===== src/rtl/seg_load_pkg.sv =====
package seg_load_pkg;
  typedef enum logic [2:0] {
    SEG_ES = 3'd0, SEG_CS = 3'd1, SEG_SS = 3'd2,
    SEG_DS = 3'd3, SEG_FS = 3'd4, SEG_GS = 3'd5
  } seg_e;

  typedef enum logic [2:0] {
    FLT_NONE = 3'd0, FLT_UD = 3'd1, FLT_GP = 3'd2,
    FLT_STACK = 3'd3, FLT_NP = 3'd4
  } fault_e;

  typedef struct packed {
    logic       present;
    logic       s;
    logic [3:0] typ;
    logic [1:0] dpl;
  } attr_t;
endpackage


===== src/rtl/seg_load_rules.sv =====
module seg_load_rules
  import seg_load_pkg::*;
#(
  parameter int SEL_W = 16,
  parameter int LIM_W = 16
) (
  input  logic [2:0]       target_i,
  input  logic [SEL_W-1:0] sel_i,
  input  attr_t            attr_i,
  input  logic [LIM_W-1:0] limit_i,
  input  logic [1:0]       cpl_i,
  output logic             ok_o,
  output fault_e           fault_o,
  output logic [SEL_W-1:0] code_o,
  output attr_t            wattr_o
);
  localparam int CMP_W = (SEL_W > LIM_W) ? SEL_W : LIM_W;

  logic             is_stack, is_data, is_null, lim_fail;
  logic             ss_bad, data_type_bad, data_priv_bad;
  logic [1:0]       rpl;
  logic [CMP_W-1:0] last_byte, lim_ext;
  logic [SEL_W-1:0] sel_code;

  assign rpl      = sel_i[1:0];
  assign is_stack = (target_i == SEG_SS);
  assign is_data  = (target_i == SEG_ES) || (target_i == SEG_DS) ||
                    (target_i == SEG_FS) || (target_i == SEG_GS);
  assign is_null  = (sel_i[SEL_W-1:2] == '0);
  assign sel_code = {sel_i[SEL_W-1:2], 2'b00};

  assign last_byte = CMP_W'({sel_i[SEL_W-1:3], 3'b111});
  assign lim_ext   = CMP_W'(limit_i);
  assign lim_fail  = last_byte > lim_ext;

  // stack: exact privilege match, writable data only
  assign ss_bad = (rpl != cpl_i) || (attr_i.dpl != cpl_i) ||
                  !(attr_i.s && !attr_i.typ[3] && attr_i.typ[1]);
  assign data_type_bad = !attr_i.s || (attr_i.typ[3] && !attr_i.typ[1]);
  assign data_priv_bad = (!attr_i.typ[3] || !attr_i.typ[2]) &&
                         (rpl > attr_i.dpl) && (cpl_i > attr_i.dpl);

  always_comb begin
    ok_o    = 1'b0;
    fault_o = FLT_NONE;
    code_o  = '0;
    wattr_o = attr_i;
    if (!(is_stack || is_data)) begin
      fault_o = FLT_UD;
    end else if (is_null) begin
      if (is_stack) begin
        fault_o = FLT_GP;
      end else begin
        ok_o    = 1'b1;
        wattr_o = '0;
      end
    end else if (lim_fail) begin
      fault_o = FLT_GP;
      code_o  = sel_code;
    end else if (is_stack) begin
      if (ss_bad) begin
        fault_o = FLT_GP;
        code_o  = sel_code;
      end else if (!attr_i.present) begin
        fault_o = FLT_STACK;
        code_o  = sel_code;
      end else begin
        ok_o = 1'b1;
      end
    end else begin
      if (data_type_bad || data_priv_bad) begin
        fault_o = FLT_GP;
        code_o  = sel_code;
      end else if (!attr_i.present) begin
        fault_o = FLT_NP;
        code_o  = sel_code;
      end else begin
        ok_o = 1'b1;
      end
    end
  end
endmodule


===== config.mk =====
export PLATFORM = sky130hd
export DESIGN_NAME = seg_load_rules
export DESIGN_NICKNAME = d
export VERILOG_FILES = /design/src/rtl/seg_load_pkg.sv /design/src/rtl/seg_load_rules.sv
export SDC_FILE = /design/constraint.sdc
export NUM_CORES = 1
export LEC_CHECK = 0
export BUFFER_PORTS_ARGS = -buffer_cell sky130_fd_sc_hd__buf_2
export CAP_MARGIN = 20
export CORE_UTILIZATION = 42
export DETAILED_ROUTE_END_ITERATION = 6
export PLACE_DENSITY = 0.85
export SETUP_SLACK_MARGIN = 0.15
export SYNTH_ARGS = -nofsm -noshare
export SYNTH_HDL_FRONTEND = slang
export SYNTH_SLANG_ARGS = --single-unit

===== constraint.sdc =====
create_clock -name vclk -period 2.65
set_input_delay 0.265 -clock vclk [all_inputs]
set_output_delay 0.265 -clock vclk [all_outputs]
set_load 0.05 [all_outputs]

== Yosys cells after proc, flatten, opt, wreduce, memory -nomap -nowiden ==
Cells that the tools add are included.

* Eq/ne operators: 6
* Magnitude comparators: 3
* Bitwise logic cells: 0
* Divide/modulo/power cells: 0
* Shift-type cells: 0
* Reduce and logical (&&, ||, !) cells: 21
* Multiplexer cells: 27
* $mul: 0
* Add/subtract/negate cells: 0

{| class="wikitable"
|+ Operators with widths
! kind !! count
|-
| 16-bit two-way mux || 7
|-
| 8-bit two-way mux || 3
|-
| 3-bit two-way mux || 6
|-
| 16-bit > comparator || 1
|-
| 14-bit logical NOT || 1
|-
| 1-bit logical OR || 9
|-
| 1-bit two-way mux || 8
|-
| 3-bit by 2-bit equality test with 1-bit output, second input constant || 2
|-
| 3-bit equality test, second input constant || 2
|-
| 2-bit two-way mux || 3
|-
| 1-bit logical AND || 5
|-
| 1-bit logical NOT || 5
|-
| 2-bit > comparator || 2
|-
| 2-bit != test || 2
|-
| 3-bit logical NOT || 1
|}

* Output and inout port bits: 28
* Memory bits (read-only): 0
* Flip-flop bits (word level): 0
* Word-level logic and storage cells: 57
* Bits in writable memories: 0
* Input bits: 45
* Latch bits: 0
* Memories: 0

== Depth between registers and ports, before layout ==
* Depth after elaboration: 10
* Mapped depth: 9
* Gate-level depth less buffers: 8

== Worst setup path after synthesis ==
Ideal clock, no wire load.

* Path kind: input port to output port
* From: input port limit_i[14]
* To: output port fault_o[2]
* Arrival: 3191 ps
* Path slack: -806 ps
* Data required time: 2385 ps
* Cell stages on the path: 7
* Path buffers: 0
* Path through: inv_1 -> ha_1 -> nand4_1 -> or3_4 -> nor4_4 -> nor2_1 -> nor4b_1

* Longest elaborated chain between the ends: 4

{| class="wikitable"
|+ Ends and longest elaborated chain
! what !! line !! RTL
|-
| start, declared || seg_load_rules.sv:10 || <nowiki>input logic [LIM_W-1:0] limit_i,</nowiki>
|-
| 16-bit > comparator || seg_load_rules.sv:34 || <nowiki>assign lim_fail = last_byte > lim_ext;</nowiki>
|-
| 3-bit two-way mux || seg_load_rules.sv:57 || <nowiki>end else if (lim_fail) begin</nowiki>
|-
| 3-bit two-way mux || seg_load_rules.sv:50 || <nowiki>end else if (is_null) begin</nowiki>
|-
| 3-bit two-way mux || seg_load_rules.sv:48 || <nowiki>if (!(is_stack || is_data)) begin</nowiki>
|-
| end, declared || seg_load_rules.sv:13 || <nowiki>output fault_e fault_o,</nowiki>
|}

Every way passes these cells.

== Worst setup path after layout ==
* From: input port limit_i[8]
* To: output port ok_o

* Longest elaborated chain between the ends: 4

{| class="wikitable"
|+ Ends and longest elaborated chain
! what !! line !! RTL
|-
| 16-bit > comparator || seg_load_rules.sv:34 ||
|-
| 1-bit two-way mux || seg_load_rules.sv:57 ||
|-
| 1-bit two-way mux || seg_load_rules.sv:50 ||
|-
| 1-bit two-way mux || seg_load_rules.sv:48 ||
|-
| end, declared || seg_load_rules.sv:12 || <nowiki>output logic ok_o,</nowiki>
|}

Every way passes these cells.

==> results by stage <==
Status:
- The run finished, with violations left.
- The checks that failed: negative setup slack.

Logic synthesis:
- By count the netlist is led by inv_1 (20), nand2_1 (18), nor2_1 (18).
- The post-synthesis cell type with the largest combined area is ha_1.
- After technology mapping, the gate count stands at 142.
- Sorting the synthesized cells by area gives the leading types as ha_1 (23%), inv_1 (8.2%), nand2_1 (7.4%), nor2_1 (7.4%), and2_1 (5.5%).
- In this run the cell area of the synthesized design comes to 914.6 sq um.
- The share of the yosys chip area belonging to registers is 0%.
- The number of warnings printed during yosys synthesis is 0.
- Yosys instantiated no cell more often than inv_1.
- The share of synthesized area in the top cell type comes to 23.26%.
- A synthesized cell averages 6.441 sq um.
- The unique cell type count in the Yosys netlist is 34.

Route:
- The count of nets left with antenna violations once routing finished came out at 0.
- Summed over all layers, the routed wires come to 4415 um.
- The routed wire length per instance is 17.52 um.
- The first-pass detailed-route iteration total is 4.
- The routed layout has 1,542 vias.
- The detail-routed via count per cell is 6.119.
- In the routed design, unresolved DRC markers number 0.
- The first routing iteration left 84 violations.

Power and ir drop:
- The leakage power summed over all cells is 0.9121 nW.
- The worst-case IR drop observed on VDD is 0.1677 mV.
- In this run the power density over the cells is 242.5 mW/mm^2.

GRT:
- The number of global-route vias before repair is 1,304.
- Entering global routing, the biggest net connects 14 pins.
- The wire length of the first global-routing pass is 5278 um.
- Across every metal layer, demand over resource in global routing totals 27.01%.
- The initial antenna violation count is 0.
- The total overflow left after global routing is 0.

Timing:
- For this run, the top clock speed supported by timing is 0.3591 GHz.
- For the pin with the worst max-slew slack, the measured transition is 0.6617 ns.
- The hold slack is 0.9294 ns.
- The count of endpoints failing hold in the final timing report is 0.
- The ratio of final minimum period to clock period is 105.1%.
- The worst relative slew slack is 55.42%.
- Setup repair after global routing could not meet its margin everywhere.
- The number of failing setup endpoints in the final timing report is 2.
- The number of pins exceeding their max-slew limit in the final report is 0.
- The worst-case setup margin in the final layout is -0.1351 ns.
- The routed design could run at a clock period as short as 2.785 ns.

Floorplanning:
- The top-level I/O count is 73.
- The placeable core region is 0.002002 sq mm.
- The die covers 0.002368 sq mm.
- The overall die height is 48.67 um.
- The cell row count is 16.
- The die is 48.67 um wide.
- Once the floorplan was initialized, standard cells occupied 45.69% of the core.

Place:
- Once detailed placement completed, the half-perimeter wirelength came to 2516 um.
- The post-placement worst setup slack is -0.1290 ns.
- The congestion estimate from routability-driven global placement came to 0.8366.
- The port buffer count is 71.

Critical path:
- The critical path is of the in2out type.
- The first element of the critical path is limit_i[8].
- The worst endpoint data arrival time is 2.52 ns.
- The worst setup path is captured at an output pin.
- The worst setup path is launched from an input pin.
- The capturing element of the worst setup path is ok_o.
- For the worst setup path, the data required time is 2.38 ns.
- The largest fanout of any net on the critical path is 4.

Final layout:
- There are 0 flip-flops and latches.
- The register cell area after layout is 0 sq um.
- The number of diodes added for antenna fixing is 0.
- The relative area change from synthesis to final layout is 99.59%.
- Once layout is complete, the utilization of the core stands at 91.19%.
- The layout has 0 clock buffers.
- The post-route netlist has 55.56% of its cells at a drive strength greater than 1.
- The net count of the finished layout is 289.

Clock network:
- Buffers inserted to repair hold after CTS numbered 0.

Flow run:
- The max-cap check violation count is 0.

Hold path:
- The class of the most critical hold timing path is in2out.
-- worst max-delay path, cell delays in order --
cell and delay, ns:
buf_2 0.09, inv_1 0.06, ha_1 0.28, nand2_1 0.07, or3_4 0.42, nor4_4 0.38, o221ai_1 0.25, a222oi_1 0.42
buf_4 0.28
-- how the worst min path moves through the flow --
stage | startpoint | end | depth (start not counted)
after floorplan | sel_i[15] | code_o[15] | 2
after global placement | sel_i[2] | code_o[2] | 4
after detailed placement | sel_i[2] | code_o[2] | 4
after CTS | sel_i[2] | code_o[2] | 4
after global routing | sel_i[5] | code_o[5] | 4
final | sel_i[4] | code_o[4] | 4
-- cell families after synthesis --
kind of cell / synth area share [%]
AND/OR/NAND/NOR: 41.59
adder cells (fa/ha/maj): 23.26
AO/OA/AOI/OAI: 19.02
other: 0.4100
buffers and inverters: 11.90
XOR/XNOR: 3.831
-- per-stage QoR --
| step | cells | power [mW] | instance area [sq um] | setup TNS (ns) |
|---|---|---|---|---|
| after floorplan | 143 | 0.2491 | 1102 | -0.5862 |
| after detailed placement | 246 | 0.3520 | 1533 | -0.9005 |
| final | 252 | 0.4427 | 1826 | -0.1535 |
| after global placement | 246 | 0.3427 | 1533 | -0.05518 |
| after global routing | 252 | 0.4666 | 1826 | -0.2046 |
| after CTS | 249 | 0.3778 | 1639 | 0 |
-- routing by layer --
layer  GRT usage [%]  vias to the layer above  wire length [um]
met5               0                        -                 0
met3           2.516                       41               460
met4           7.843                        0               297
met1           28.71                      688              1497
li1                -                      667                 -
met2           54.63                      146              2160
-- placed cells by master, fill, tap and decap left out, types with 6 or more instances in the layout --
| cell type | count |
|---|---|
| a21oi_1 | 7 |
| and2_1 | 8 |
| buf_2 | 48 |
| buf_4 | 18 |
| buf_6 | 10 |
| buf_8 | 8 |
| ha_1 | 11 |
| ha_4 | 6 |
| inv_1 | 16 |
| nand2_1 | 18 |
| nor2_4 | 14 |
-- timing repair --
| action | in CTS | in global routing |
|---|---|---|
| buffers inserted | 2 | 3 |
| pin swaps | 6 | 16 |
| resized for setup | 27 | 34 |
| setup endpoints to repair | 18 | 18 |
| cloned | 1 | 0 |
-- final cells by class --
type	count	area (sq um)
fillers	79	176.4
inverters	20	95.09
multi-input cells	119	1061
well taps	27	33.78
repair buffers	86	635.6
-- where the power goes --
part           switching (mW)  internal, mW  total, mW
clock network               0             0          0
registers                   0             0          0
logic                   0.267         0.176      0.443
total                   0.267         0.176      0.443
No activity file was read; power rests on OpenSTA's default activity.
